File: src/rtl/lazy_flags_pkg.sv
package lazy_flags_pkg;

    typedef enum logic [2:0] {
        CLS_ADD   = 3'd0,
        CLS_SUB   = 3'd1,
        CLS_LOGIC = 3'd2,
        CLS_INC   = 3'd3,
        CLS_DEC   = 3'd4
    } op_class_e;

    typedef enum logic [1:0] {
        SZ_BYTE = 2'd0,
        SZ_HALF = 2'd1,
        SZ_WORD = 2'd2
    } op_size_e;

    localparam int NUM_FLAGS = 6;
    localparam int FLAG_CF   = 0;
    localparam int FLAG_PF   = 1;
    localparam int FLAG_AF   = 2;
    localparam int FLAG_ZF   = 3;
    localparam int FLAG_SF   = 4;
    localparam int FLAG_OF   = 5;

    // packed: first member is the MSB, so cf lands on bit 0
    typedef struct packed {
        logic of;
        logic sf;
        logic zf;
        logic af;
        logic pf;
        logic cf;
    } flag_set_t;

    // which vector-derived flags are meaningful in the stored state
    typedef struct packed {
        logic of;
        logic af;
        logic cf;
    } valid_mask_t;

    function automatic int size_top_bit(input logic [1:0] sz);
        case (sz)
            SZ_BYTE: return 7;
            SZ_HALF: return 15;
            default: return 31;
        endcase
    endfunction

    function automatic logic class_subtracts(input logic [2:0] cls);
        return (cls == CLS_SUB) || (cls == CLS_DEC);
    endfunction

    function automatic logic class_arith(input logic [2:0] cls);
        return (cls == CLS_ADD) || (cls == CLS_SUB) ||
               (cls == CLS_INC) || (cls == CLS_DEC);
    endfunction

    function automatic logic class_keeps_cf(input logic [2:0] cls);
        return (cls == CLS_INC) || (cls == CLS_DEC);
    endfunction

endpackage

File: src/rtl/lf_sizer.sv
module lf_sizer
    import lazy_flags_pkg::*;
#(
    parameter int W = 32
) (
    input  logic [W-1:0] a_in,
    input  logic [W-1:0] b_in,
    input  logic [W-1:0] d_in,
    input  logic [1:0]   size_code,
    output logic [W-1:0] a_ext,
    output logic [W-1:0] b_ext,
    output logic [W-1:0] d_ext
);
    // every bit above the operand's sign bit copies that sign bit
    always_comb begin
        int top;
        top = size_top_bit(size_code);
        for (int i = 0; i < W; i++) begin
            a_ext[i] = a_in[(i > top) ? top : i];
            b_ext[i] = b_in[(i > top) ? top : i];
            d_ext[i] = d_in[(i > top) ? top : i];
        end
    end

    initial begin
        if (W < 32) $error("lf_sizer needs W >= 32");
    end
endmodule

File: src/rtl/lf_vector_gen.sv
module lf_vector_gen
    import lazy_flags_pkg::*;
#(
    parameter int W = 32
) (
    input  logic [W-1:0] a_ext,
    input  logic [W-1:0] b_ext,
    input  logic [W-1:0] d_ext,
    input  logic [2:0]   cls,
    input  logic         cf_now,
    output logic [W-1:0] ovec,
    output logic [W-1:0] cvec,
    output valid_mask_t  mask
);
    logic [W-1:0] ab_x;
    logic [W-1:0] ad_x;
    logic [W-1:0] cvec_raw;

    always_comb begin
        ab_x = a_ext ^ b_ext;
        ad_x = a_ext ^ d_ext;
        if (class_subtracts(cls))
            ovec = ad_x & ab_x;
        else
            ovec = ad_x & ~ab_x;
        // bit i of this vector is the carry (or borrow) out of bit i
        cvec_raw = ab_x ^ d_ext ^ ovec;
        if (class_keeps_cf(cls))
            cvec = {cf_now, cvec_raw[W-2:0]};
        else
            cvec = cvec_raw;
        mask = class_arith(cls) ? 3'b111 : 3'b000;
    end
endmodule

File: src/rtl/lf_state_reg.sv
module lf_state_reg
    import lazy_flags_pkg::*;
#(
    parameter int W = 32
) (
    input  logic         clk,
    input  logic         rst,
    input  logic         upd,
    input  logic [W-1:0] res_d,
    input  logic [W-1:0] ovec_d,
    input  logic [W-1:0] cvec_d,
    input  valid_mask_t  mask_d,
    output logic [W-1:0] res_q,
    output logic [W-1:0] ovec_q,
    output logic [W-1:0] cvec_q,
    output valid_mask_t  mask_q
);
    // a reset result of 1 is non-zero, positive and of odd parity,
    // so ZF, SF and PF all read 0 without a separate empty bit
    localparam logic [W-1:0] RES_RESET = W'(1);

    always_ff @(posedge clk) begin
        if (rst) begin
            res_q  <= RES_RESET;
            ovec_q <= '0;
            cvec_q <= '0;
            mask_q <= '0;
        end else if (upd) begin
            res_q  <= res_d;
            ovec_q <= ovec_d;
            cvec_q <= cvec_d;
            mask_q <= mask_d;
        end
    end

    p_capture_r2: assert property (@(posedge clk) disable iff (rst)
        upd |=> (res_q == $past(res_d)) && (cvec_q == $past(cvec_d)) &&
                (ovec_q == $past(ovec_d)) && (mask_q == $past(mask_d)));

    p_hold_r2: assert property (@(posedge clk) disable iff (rst)
        !upd |=> $stable(res_q) && $stable(cvec_q) && $stable(ovec_q) && $stable(mask_q));
endmodule

File: src/rtl/lf_flag_read.sv
module lf_flag_read
    import lazy_flags_pkg::*;
#(
    parameter int W = 32
) (
    input  logic [W-1:0] res_q,
    input  logic [W-1:0] ovec_q,
    input  logic [W-1:0] cvec_q,
    input  valid_mask_t  mask_q,
    input  logic [2:0]   sel,
    output flag_set_t    flags,
    output logic         sel_flag
);
    localparam int TOP    = W - 1;
    localparam int NIB_CO = 3;

    always_comb begin
        flags.cf = mask_q.cf & cvec_q[TOP];
        flags.af = mask_q.af & cvec_q[NIB_CO];
        flags.of = mask_q.of & ovec_q[TOP];
        flags.zf = (res_q == '0);
        flags.sf = res_q[TOP];
        flags.pf = ~^res_q[7:0];
    end

    always_comb begin
        case (int'(sel))
            FLAG_CF: sel_flag = flags.cf;
            FLAG_PF: sel_flag = flags.pf;
            FLAG_AF: sel_flag = flags.af;
            FLAG_ZF: sel_flag = flags.zf;
            FLAG_SF: sel_flag = flags.sf;
            FLAG_OF: sel_flag = flags.of;
            default: sel_flag = 1'b0;
        endcase
    end
endmodule

File: src/rtl/lazy_flag_recorder.sv
module lazy_flag_recorder
    import lazy_flags_pkg::*;
#(
    parameter int W = 32
) (
    input  logic                 clk,
    input  logic                 rst,
    input  logic                 upd,
    input  logic [W-1:0]         op_a,
    input  logic [W-1:0]         op_b,
    input  logic [W-1:0]         op_res,
    input  logic [2:0]           op_class,
    input  logic [1:0]           op_size,
    input  logic [2:0]           rd_sel,
    output logic                 rd_flag,
    output logic [NUM_FLAGS-1:0] flags_o
);
    logic [W-1:0] a_ext, b_ext, d_ext;
    logic [W-1:0] ovec_d, cvec_d;
    logic [W-1:0] res_q, ovec_q, cvec_q;
    valid_mask_t  mask_d, mask_q;
    flag_set_t    flags;

    lf_sizer #(.W(W)) u_sizer (
        .a_in(op_a), .b_in(op_b), .d_in(op_res), .size_code(op_size),
        .a_ext(a_ext), .b_ext(b_ext), .d_ext(d_ext)
    );

    lf_vector_gen #(.W(W)) u_vec (
        .a_ext(a_ext), .b_ext(b_ext), .d_ext(d_ext), .cls(op_class),
        .cf_now(flags.cf), .ovec(ovec_d), .cvec(cvec_d), .mask(mask_d)
    );

    lf_state_reg #(.W(W)) u_state (
        .clk(clk), .rst(rst), .upd(upd),
        .res_d(d_ext), .ovec_d(ovec_d), .cvec_d(cvec_d), .mask_d(mask_d),
        .res_q(res_q), .ovec_q(ovec_q), .cvec_q(cvec_q), .mask_q(mask_q)
    );

    lf_flag_read #(.W(W)) u_read (
        .res_q(res_q), .ovec_q(ovec_q), .cvec_q(cvec_q), .mask_q(mask_q),
        .sel(rd_sel), .flags(flags), .sel_flag(rd_flag)
    );

    assign flags_o = flags;

    p_reset_clear_r1: assert property (@(posedge clk) disable iff (rst)
        $fell(rst) |-> (flags_o == '0));

    p_zero_consistent_r3: assert property (@(posedge clk) disable iff (rst)
        flags_o[FLAG_ZF] |-> (!flags_o[FLAG_SF] && flags_o[FLAG_PF]));

    p_logic_clears_r8: assert property (@(posedge clk) disable iff (rst)
        (upd && !class_arith(op_class)) |=>
            (!flags_o[FLAG_CF] && !flags_o[FLAG_OF] && !flags_o[FLAG_AF]));

    p_incdec_keeps_cf_r9: assert property (@(posedge clk) disable iff (rst)
        (upd && class_keeps_cf(op_class)) |=> (flags_o[FLAG_CF] == $past(flags_o[FLAG_CF])));

    p_sel_unused_r10: assert property (@(posedge clk) disable iff (rst)
        (rd_sel > 3'd5) |-> !rd_flag);
endmodule

File: config.mk
export PLATFORM = sky130hd
export DESIGN_NAME = lazy_flag_recorder
export DESIGN_NICKNAME = d
export VERILOG_FILES = /design/src/rtl/lazy_flags_pkg.sv /design/src/rtl/lf_sizer.sv /design/src/rtl/lf_vector_gen.sv /design/src/rtl/lf_state_reg.sv /design/src/rtl/lf_flag_read.sv /design/src/rtl/lazy_flag_recorder.sv
export SDC_FILE = /design/constraint.sdc
export NUM_CORES = 1
export LEC_CHECK = 0
export ABC_AREA = 1
export BUFFER_PORTS_ARGS = -buffer_cell sky130_fd_sc_hd__buf_2
export CORE_ASPECT_RATIO = 1.1
export CORE_MARGIN = 8
export CORE_UTILIZATION = 40
export DETAILED_ROUTE_END_ITERATION = 10
export HOLD_SLACK_MARGIN = 0.1
export PLACE_DENSITY = 0.74
export SLEW_MARGIN = 20
export SYNTH_ARGS = -nofsm -noshare
export SYNTH_HDL_FRONTEND = slang
export SYNTH_SLANG_ARGS = --single-unit
File: constraint.sdc
create_clock -name clk -period 1.9 [get_ports clk]
set_clock_uncertainty 0.2 [all_clocks]
set_input_delay 0.095 -clock clk [delete_from_list [all_inputs] [get_ports clk]]
set_output_delay 0.095 -clock clk [all_outputs]
set_load 0.03 [all_outputs]
# Word level (Yosys, flattened, before mapping)
# Cells that the tools add are included.
# Widths: inputs -> output; s select.
# op_classes
n_reduce_logical	10
n_lt_le_gt_ge	64
bitwise	10
n_eq_ne	9
muxes	325
# ops
op	count
$lt 32x7->1 const B	32
$bmux 1 s5	96
$mux 1	192
$mux 5	32
$xor 32x32->32	4
$gt 5x5->1 const A	16
$and 32x32->32	2
$mux 32	2
$gt 4x5->1 const A	8
$logic_not 32->1	1
$not 32->32	1
$gt 3x5->1 const A	4
$gt 1x5->1 const A	2
$gt 2x5->1 const A	2
$pmux 5 s2	1
$eq 3x2->1 const B	3
$eq 3x3->1 const B	3
$reduce_xnor 8->1	1
$eq 3x1->1 const B	2
$logic_not 3->1	2
$pmux 1 s6	1
$logic_or 1x1->1	5
$and 1x1->1	3
$mux 3	1
2 further kinds	2
# totals
word_cells	424
input_bits	107
register_bits	99

# Logic depth before layout (Yosys ltp)
# Gate-level depths: netlist of the first run.
# depth
depth_word	13
depth_mapped	11
mapped_depth_nobuf	11

# By module
# A second synthesis of the first run with hierarchy kept.
# hier_totals
hier_cells	1330
area_unflattened_um2	7613.6
# modules_own_cells
mod	seq_area_each_um2	area_each_um2	n_inst	cells_per_inst
lf_state_reg	1981.9	4076.4	1	626
lf_vector_gen	0.0	1979.4	1	406
lf_sizer	0.0	1107.3	1	198
lf_flag_read	0.0	450.4	1	100

# Worst setup path after synthesis of the first run
# Ideal clock, no wire load.
# synth_timing
path_kind	register -> output
from	register u_state.res_q[6]
to	output port rd_flag
setup_slack_ns	-0.205
stages_incl_launch_ff	9
path_buffers	0
arrival_ns	1.810
t_required_ns	1.605
path_cell_list	dfxtp_1 -> inv_1 -> ha_1 -> xnor2_1 -> xnor2_1 -> nand2_1 -> nand2_1 -> inv_1 -> nand4_1
# synth_via
elab_chain_len	2
elab_cells_between_ends	3
cone_classes	1 x mux; 2 x reduce/logical
# synth_lines
element	line	rtl
start, declared	lf_state_reg.sv:13	output logic [W-1:0] res_q,
start signal, assigned	lf_state_reg.sv:29	res_q <= res_d;
$reduce_xnor 8->1	lf_flag_read.sv:23	flags.pf = ~^res_q[7:0];
named net flags_o[1]	lazy_flag_recorder.sv:16	output logic [NUM_FLAGS-1:0] flags_o
$pmux 1 s6	lf_flag_read.sv:27	case (int'(sel))
end, declared	lazy_flag_recorder.sv:15	output logic rd_flag,
# The timed path passes the listed nets, and every way through them passes these cells.

# Worst setup path after layout of the first run
# layout_timing
from	register u_state.res_q[3]
to	output port flags_o[3]
# layout_via
elab_chain_len	1
# layout_lines
element	line	rtl
$logic_not 32->1	lf_flag_read.sv:21	flags.zf = (res_q == '0);
end, declared	lazy_flag_recorder.sv:16	
# Every way passes these cells.

==> impl_metrics.env, run 1 <==
export IMPL_status="finished with violations"
export IMPL_violations="negative setup slack"
export IMPL_n_antenna_cell=0
export IMPL_clockRootBuffer="clkbuf_8"
export IMPL_grt_pass1_vias=2123
export IMPL_avgViaCountPerCell=5.02
export IMPL_area_delta_synth_final_pct=51.3
export IMPL_place_gp_congestion=0.788
export IMPL_core_area_um2=4680
export IMPL_netlist_area_um2=1970
export IMPL_crit_path_max_fanout=2
export IMPL_syn_inst=290
export IMPL_synth_largest_area_cell="dfxtp_1"
export IMPL_leakagePower_nw=1.51
export IMPL_p_sw_share_pct=30.2
export IMPL_cts_tree="built"
export IMPL_dr_first_iter_drc_count=152
export IMPL_dr_total_vias=2241
export IMPL_vdd_ir_drop_max_mv=0.414
export IMPL_grt_pass1_wl_mm=9.63
export IMPL_internal_power_mw=1.39
export IMPL_rsz0062_at_grt="yes"
export IMPL_clock_path_buffers=2
export IMPL_synth_avg_cell_area_um2=6.79
export IMPL_post_place_ws_ns=0.0786
export IMPL_final_nets=500
export IMPL_yosysWarnings=0
export IMPL_routed_wl_mm=5.72
export IMPL_die_w_um=82.9
export IMPL_tightest_slew_ns=0.270
export IMPL_route_detailed_drc=0
export IMPL_final_hold_violation_count=0
export IMPL_powerDensity_nw_per_um2=669
export IMPL_io_pins=114
export IMPL_setup_viol=2
export IMPL_syn_num_nets=401
export IMPL_cts_sinks=36
export IMPL_fin_total_pwr_mw=1.99
export IMPL_slew_violations=0
export IMPL_drtPass1Iterations=4
export IMPL_gr_total_overflow=0
export IMPL_clkPwrFrac_pct=28.4
export IMPL_fmax_mhz=517
export IMPL_dieArea_um2=7420
export IMPL_core_rowCount=26
export IMPL_cp_end_kind="primary output"
export IMPL_floorplan_initialDensity_pct=42.0
export IMPL_cp_required_ns=1.60
export IMPL_yosysUniqueCellTypes=26
export IMPL_grt_max_degree=28
export IMPL_synth_seq_cells=36
export IMPL_critPathKind="reg -> out"
export IMPL_cap_viol_max_count=0
export IMPL_htreeDepth=2
export IMPL_maxSlewHeadroom_pct=81.8
export IMPL_grt_antenna_before_repair=0
export IMPL_fin_crit_ns=1.93
export IMPL_placedCellCount=394
export IMPL_wire_per_inst_um=12.8
export IMPL_power_switching_mw=0.600
export IMPL_seqPwrFrac_pct=42.6
export IMPL_synth_seq_area_share_pct=36.6
export IMPL_drive_above_1_share_pct=26.7
export IMPL_final_util_pct=63.6
export IMPL_portBuffers=57
export IMPL_arrival_ns=1.64
export IMPL_clk_latency_ns=0.29
export IMPL_hpwl_mm=3.88
export IMPL_period_share_pct=102
export IMPL_cp_start_kind="flip-flop"
export IMPL_stdcell_count=446
export IMPL_setup_ws_ns=-0.0342
export IMPL_min_path_type="in -> reg"
export IMPL_clk_pin_slew_ns=0.07
export IMPL_ys_top_cells_by_area="dfxtp_1, inv_1, nand2_1, a21oi_1, o21ai_0"
export IMPL_cts_buffers=5
export IMPL_dieHeight_um=89.6
export IMPL_ant_nets=0
export IMPL_track_usage_pct=15.5
export IMPL_synth_top_cell_area_share_pct=36.6
export IMPL_comb_power_share_pct=29.0
-- path summary, 6_finish.rpt --
kind,startpoint,to,slack (ns),depth (start not counted)
max,u_state.res_q[3],flags_o[3],-0.03,6
min,upd,u_state.ovec_q[31],0.10,3
max reg2reg,u_state.res_q[18],u_state.res_q[18],0.49,3
min reg2reg,u_state.res_q[2],u_state.res_q[2],0.28,2
-- metal layers --
layer  track usage [%]  vias to the layer above  part of all wire (%)
li1                  -                     1153                     -
met1              16.8                     1035                    42
met2              27.9                       47                    52
met3              4.69                        6                   4.8
met4              5.91                        0                   1.6
met5                 0                        -                     0
-- synth_stat cells (all sizes together) --
cell and count:
inv 56, nand2 47, dfxtp 36, a21oi 28, o21ai 27, nor2 25
nand3 13, clkbuf 10, o211ai 10, o221ai 8, nor3 6, buf 5
nand4 5, ha 4, nor4 3, xnor2 3, a31oi 2, nor3b 1
nor4b 1
-- layout make-up --
type,count,area (um^2)
Fill cell,425,1710
Timing Repair Buffer,107,795
Sequential cell,36,726
Multi-Input combinational cell,183,1080
Clock buffer,6,82.6
Inverter,56,213
Clock inverter,2,10.0
Tap cell,56,70.1
-- power groups by stage --
| stage | sequential (mW) | clock (mW) | combinational (mW) |
|---|---|---|---|
| 2_1_floorplan | 0.852 | 0 | 0.292 |
| 3_3_place_gp | 0.860 | 0 | 0.404 |
| 3_5_place_dp | 0.861 | 0 | 0.411 |
| 4_1_cts | 0.846 | 0.583 | 0.551 |
| 5_1_grt | 0.854 | 0.618 | 0.637 |
| 6_report | 0.849 | 0.566 | 0.577 |
-- cells by family (layout without fill, tap and decap cells) --
logic type | Yosys count | count (layout) | synth area share, %
AO/OA/AOI/OAI | 75 | 75 | 22.2
XOR/XNOR | 3 | 3 | 1.34
adder cells (fa/ha/maj) | 4 | 4 | 2.54
buffers and inverters | 71 | 171 | 14.7
flip-flops | 36 | 36 | 36.6
AND/OR/NAND/NOR | 101 | 101 | 22.6
-- flip-flops by register name, summed over array words and instances (netlist names) --
register	count
u_state.cvec_q	2
u_state.mask_q	1
u_state.ovec_q	1
u_state.res_q	32
-- worst max-delay path, cell delays in order (launching register included) --
cell and delay [ns]:
dfxtp_1 0.31, inv_2 0.08, ha_4 0.13, nand4_1 0.20
nor3b_2 0.22, nor4b_4 0.24, buf_6 0.17
-- cell usage in the layout (no fill, tap or decap), drive strengths merged --
cell type	n
nand4	5
o211ai	10
clkinv	2
a31oi	2
buf	62
o221ai	8
nor3	6
dlygate4sd3	43
dfxtp	36
inv	56
a21oi	28
nor2	25
nor4b	1
nand2	47
xnor2	3
ha	4
nor4	3
dlymetal6s4s	1
nor3b	1
clkbuf	7
nand3	13
o21ai	27
-- stage by stage --
step | hold slack [ns] | area, um^2 | TNS [ns]
floorplan | -0.00528 | 1980 | -0.00970
global placement | 0.115 | 2300 | 0
detailed placement | 0.121 | 2300 | 0
CTS | 0.101 | 2930 | -0.0844
global route | 0.132 | 2980 | -0.201
finish | 0.101 | 2980 | -0.0448
-- what timing repair did --
action,in CTS,in global routing
buffers inserted,1,0
pin swaps,5,5
endpoints found under the hold margin,35,0
hold buffers,44,0
setup endpoints to repair,3,7
resized for setup,19,15
Note: power is estimated with default switching activity, not from simulation.
==> inputs of run 2 (changes only) <==
--- a/config.mk
+++ b/config.mk
@@ -7,12 +7,14 @@
 export LEC_CHECK = 0
 export ABC_AREA = 1
 export BUFFER_PORTS_ARGS = -buffer_cell sky130_fd_sc_hd__buf_2
+export CELL_PAD_IN_SITES_DETAIL_PLACEMENT = 1
+export CELL_PAD_IN_SITES_GLOBAL_PLACEMENT = 2
 export CORE_ASPECT_RATIO = 1.1
 export CORE_MARGIN = 8
-export CORE_UTILIZATION = 40
+export CORE_UTILIZATION = 21
 export DETAILED_ROUTE_END_ITERATION = 10
 export HOLD_SLACK_MARGIN = 0.1
-export PLACE_DENSITY = 0.74
+export PLACE_DENSITY_LB_ADDON = 0.1
 export SLEW_MARGIN = 20
 export SYNTH_ARGS = -nofsm -noshare
 export SYNTH_HDL_FRONTEND = slang
==> impl_metrics.env, run 2 (synthesis results as in run 1) <==
export IMPL_status="finished with violations"
export IMPL_violations="negative setup slack"
export IMPL_post_place_ws_ns=0.0442
export IMPL_avgViaCountPerCell=4.35
export IMPL_grt_max_degree=36
export IMPL_top_regs="u_state.res_q x32, u_state.cvec_q x2"
export IMPL_core_area_um2=9260
export IMPL_wire_per_inst_um=13.3
export IMPL_portBuffers=57
export IMPL_arrival_ns=1.68
export IMPL_period_share_pct=104
export IMPL_setup_viol=2
export IMPL_floorplan_initialDensity_pct=21.3
export IMPL_multi_input_area_um2=1050
export IMPL_min_path_type="in -> reg"
export IMPL_cts_tree="built"
export IMPL_n_antenna_cell=0
export IMPL_final_common_cell="buf_2"
export IMPL_clock_path_buffers=2
export IMPL_drtPass1Iterations=4
export IMPL_htreeDepth=2
export IMPL_area_delta_synth_final_pct=55.4
export IMPL_regArea_um2=726
export IMPL_dr_total_vias=2209
export IMPL_fmax_mhz=506
export IMPL_gr_total_overflow=0
export IMPL_fin_area_um2=3060
export IMPL_regMostFlops="u_state.res_q"
export IMPL_crit_path_max_fanout=2
export IMPL_cts_buffers=5
export IMPL_fin_crit_ns=1.98
export IMPL_grt_pass1_wl_mm=11.4
export IMPL_track_usage_pct=11.1
export IMPL_final_cell_mix="buf_2, nand2_1, inv_1"
export IMPL_largest_reg_flops=32
export IMPL_fillCellCount=1154
export IMPL_io_pins=114
export IMPL_vdd_ir_drop_max_mv=0.291
export IMPL_cp_required_ns=1.60
export IMPL_die_w_um=108
export IMPL_cp_end_kind="primary output"
export IMPL_slowest_delay_ns=0.33
export IMPL_setup_ws_ns=-0.0768
export IMPL_hpwl_mm=4.97
export IMPL_clk_pin_slew_ns=0.08
export IMPL_grt_antenna_before_repair=0
export IMPL_final_hold_violation_count=0
export IMPL_place_gp_congestion=0.708
export IMPL_cap_viol_max_count=0
export IMPL_maxSlewHeadroom_pct=67.8
export IMPL_dr_first_iter_drc_count=36
export IMPL_clockRootBuffer="clkbuf_8"
export IMPL_setup_tns_ns=-0.144
export IMPL_dpl_cell_area_um2=2390
export IMPL_tightest_slew_ns=0.483
export IMPL_slowest_stage="dfxtp_2"
export IMPL_powerDensity_nw_per_um2=709
export IMPL_drive_above_1_share_pct=26.3
export IMPL_routed_wl_mm=6.75
export IMPL_clk_latency_ns=0.28
export IMPL_dieArea_um2=12700
export IMPL_cp_start_kind="flip-flop"
export IMPL_final_nets=501
export IMPL_critPathKind="reg -> out"
export IMPL_rsz0062_at_grt="yes"
export IMPL_ant_nets=0
export IMPL_cts_sinks=36
export IMPL_slew_violations=0
export IMPL_leakagePower_nw=1.52
export IMPL_dieHeight_um=118
export IMPL_path_cells="inv_2 -> ha_4 -> xnor2_2 -> xnor2_2 -> nand2_1 -> nand2_1 -> inv_1 -> nand4_1 -> buf_6"
export IMPL_route_detailed_drc=0
export IMPL_core_rowCount=37
export IMPL_grt_pass1_vias=2374
export IMPL_fin_total_pwr_mw=2.17
==> run 2: cell count changes in the layout (fill, tap and decap cells not counted), moves of 2 or more <==
cell      change
buf_4         +2
clkinv_2      -2
nand2_1       +2
nand2_2       -2
xnor2_2       +2
xnor2_4       -2
==> run 2: layout make-up <==
cell class	count	share of cell area, %
Clock buffer	7	3.15
Clock inverter	1	0.982
Inverter	56	6.87
Multi-Input combinational cell	183	34.5
Sequential cell	36	23.7
Tap cell	117	4.79
Timing Repair Buffer	108	26.0
==> run 2: repair_timing <==
item | 4_1_cts | 5_1_grt
setup endpoints to repair | 3 | 4
endpoints found under the hold margin | 35 | 0
gates resized for setup | 24 | 3
pin swaps | 3 | 2
setup buffers | 1 | 0
hold buffers | 43 | 0
==> run 2: worst paths after layout <==
kind                                         from  slack [ns]  cells past startpoint                  to
worst max register to register  u_state.res_q[28]        0.53                      3   u_state.res_q[28]
worst min register to register   u_state.res_q[5]        0.28                      2    u_state.res_q[5]
worst max-delay path             u_state.res_q[6]       -0.08                      9             rd_flag
worst min-delay path                      op_b[7]        0.11                      6  u_state.ovec_q[31]
==> run 2: metal layers <==
layer,global-route usage [%],vias up,routed length (um)
met5,0,-,0
met3,2.57,2,301
met1,13.5,1026,3180
met2,18.8,32,3220
li1,-,1149,-
met4,2.83,0,44
==> run 2: power by group <==
group / switching (mW) / leakage (nW) / internal, mW / total, mW
logic: 0.293 / 1.15 / 0.280 / 0.573
clock network: 0.284 / 0.0645 / 0.463 / 0.747
registers: 0.0368 / 0.300 / 0.812 / 0.849
==> run 2: stage by stage <==
step / utilization, % / hold WS [ns] / instances
global placement: 25.8 / 0.108 / 456
floorplan: - / -0.00528 / 290
finish: 33.0 / 0.113 / 508
CTS: 33.0 / 0.116 / 508
detailed placement: 25.8 / 0.116 / 456
global route: 33.0 / 0.168 / 508
==> run 2: worst max-delay path: cells and delay by family, from the launching register on <==
| kind | cells | cell delay, ns |
|---|---|---|
| xor+xnor | 2 | 0.39 |
| flops | 1 | 0.33 |
| fa+ha+maj | 1 | 0.24 |
| simple gates | 3 | 0.23 |
| buf+inv | 3 | 0.22 |
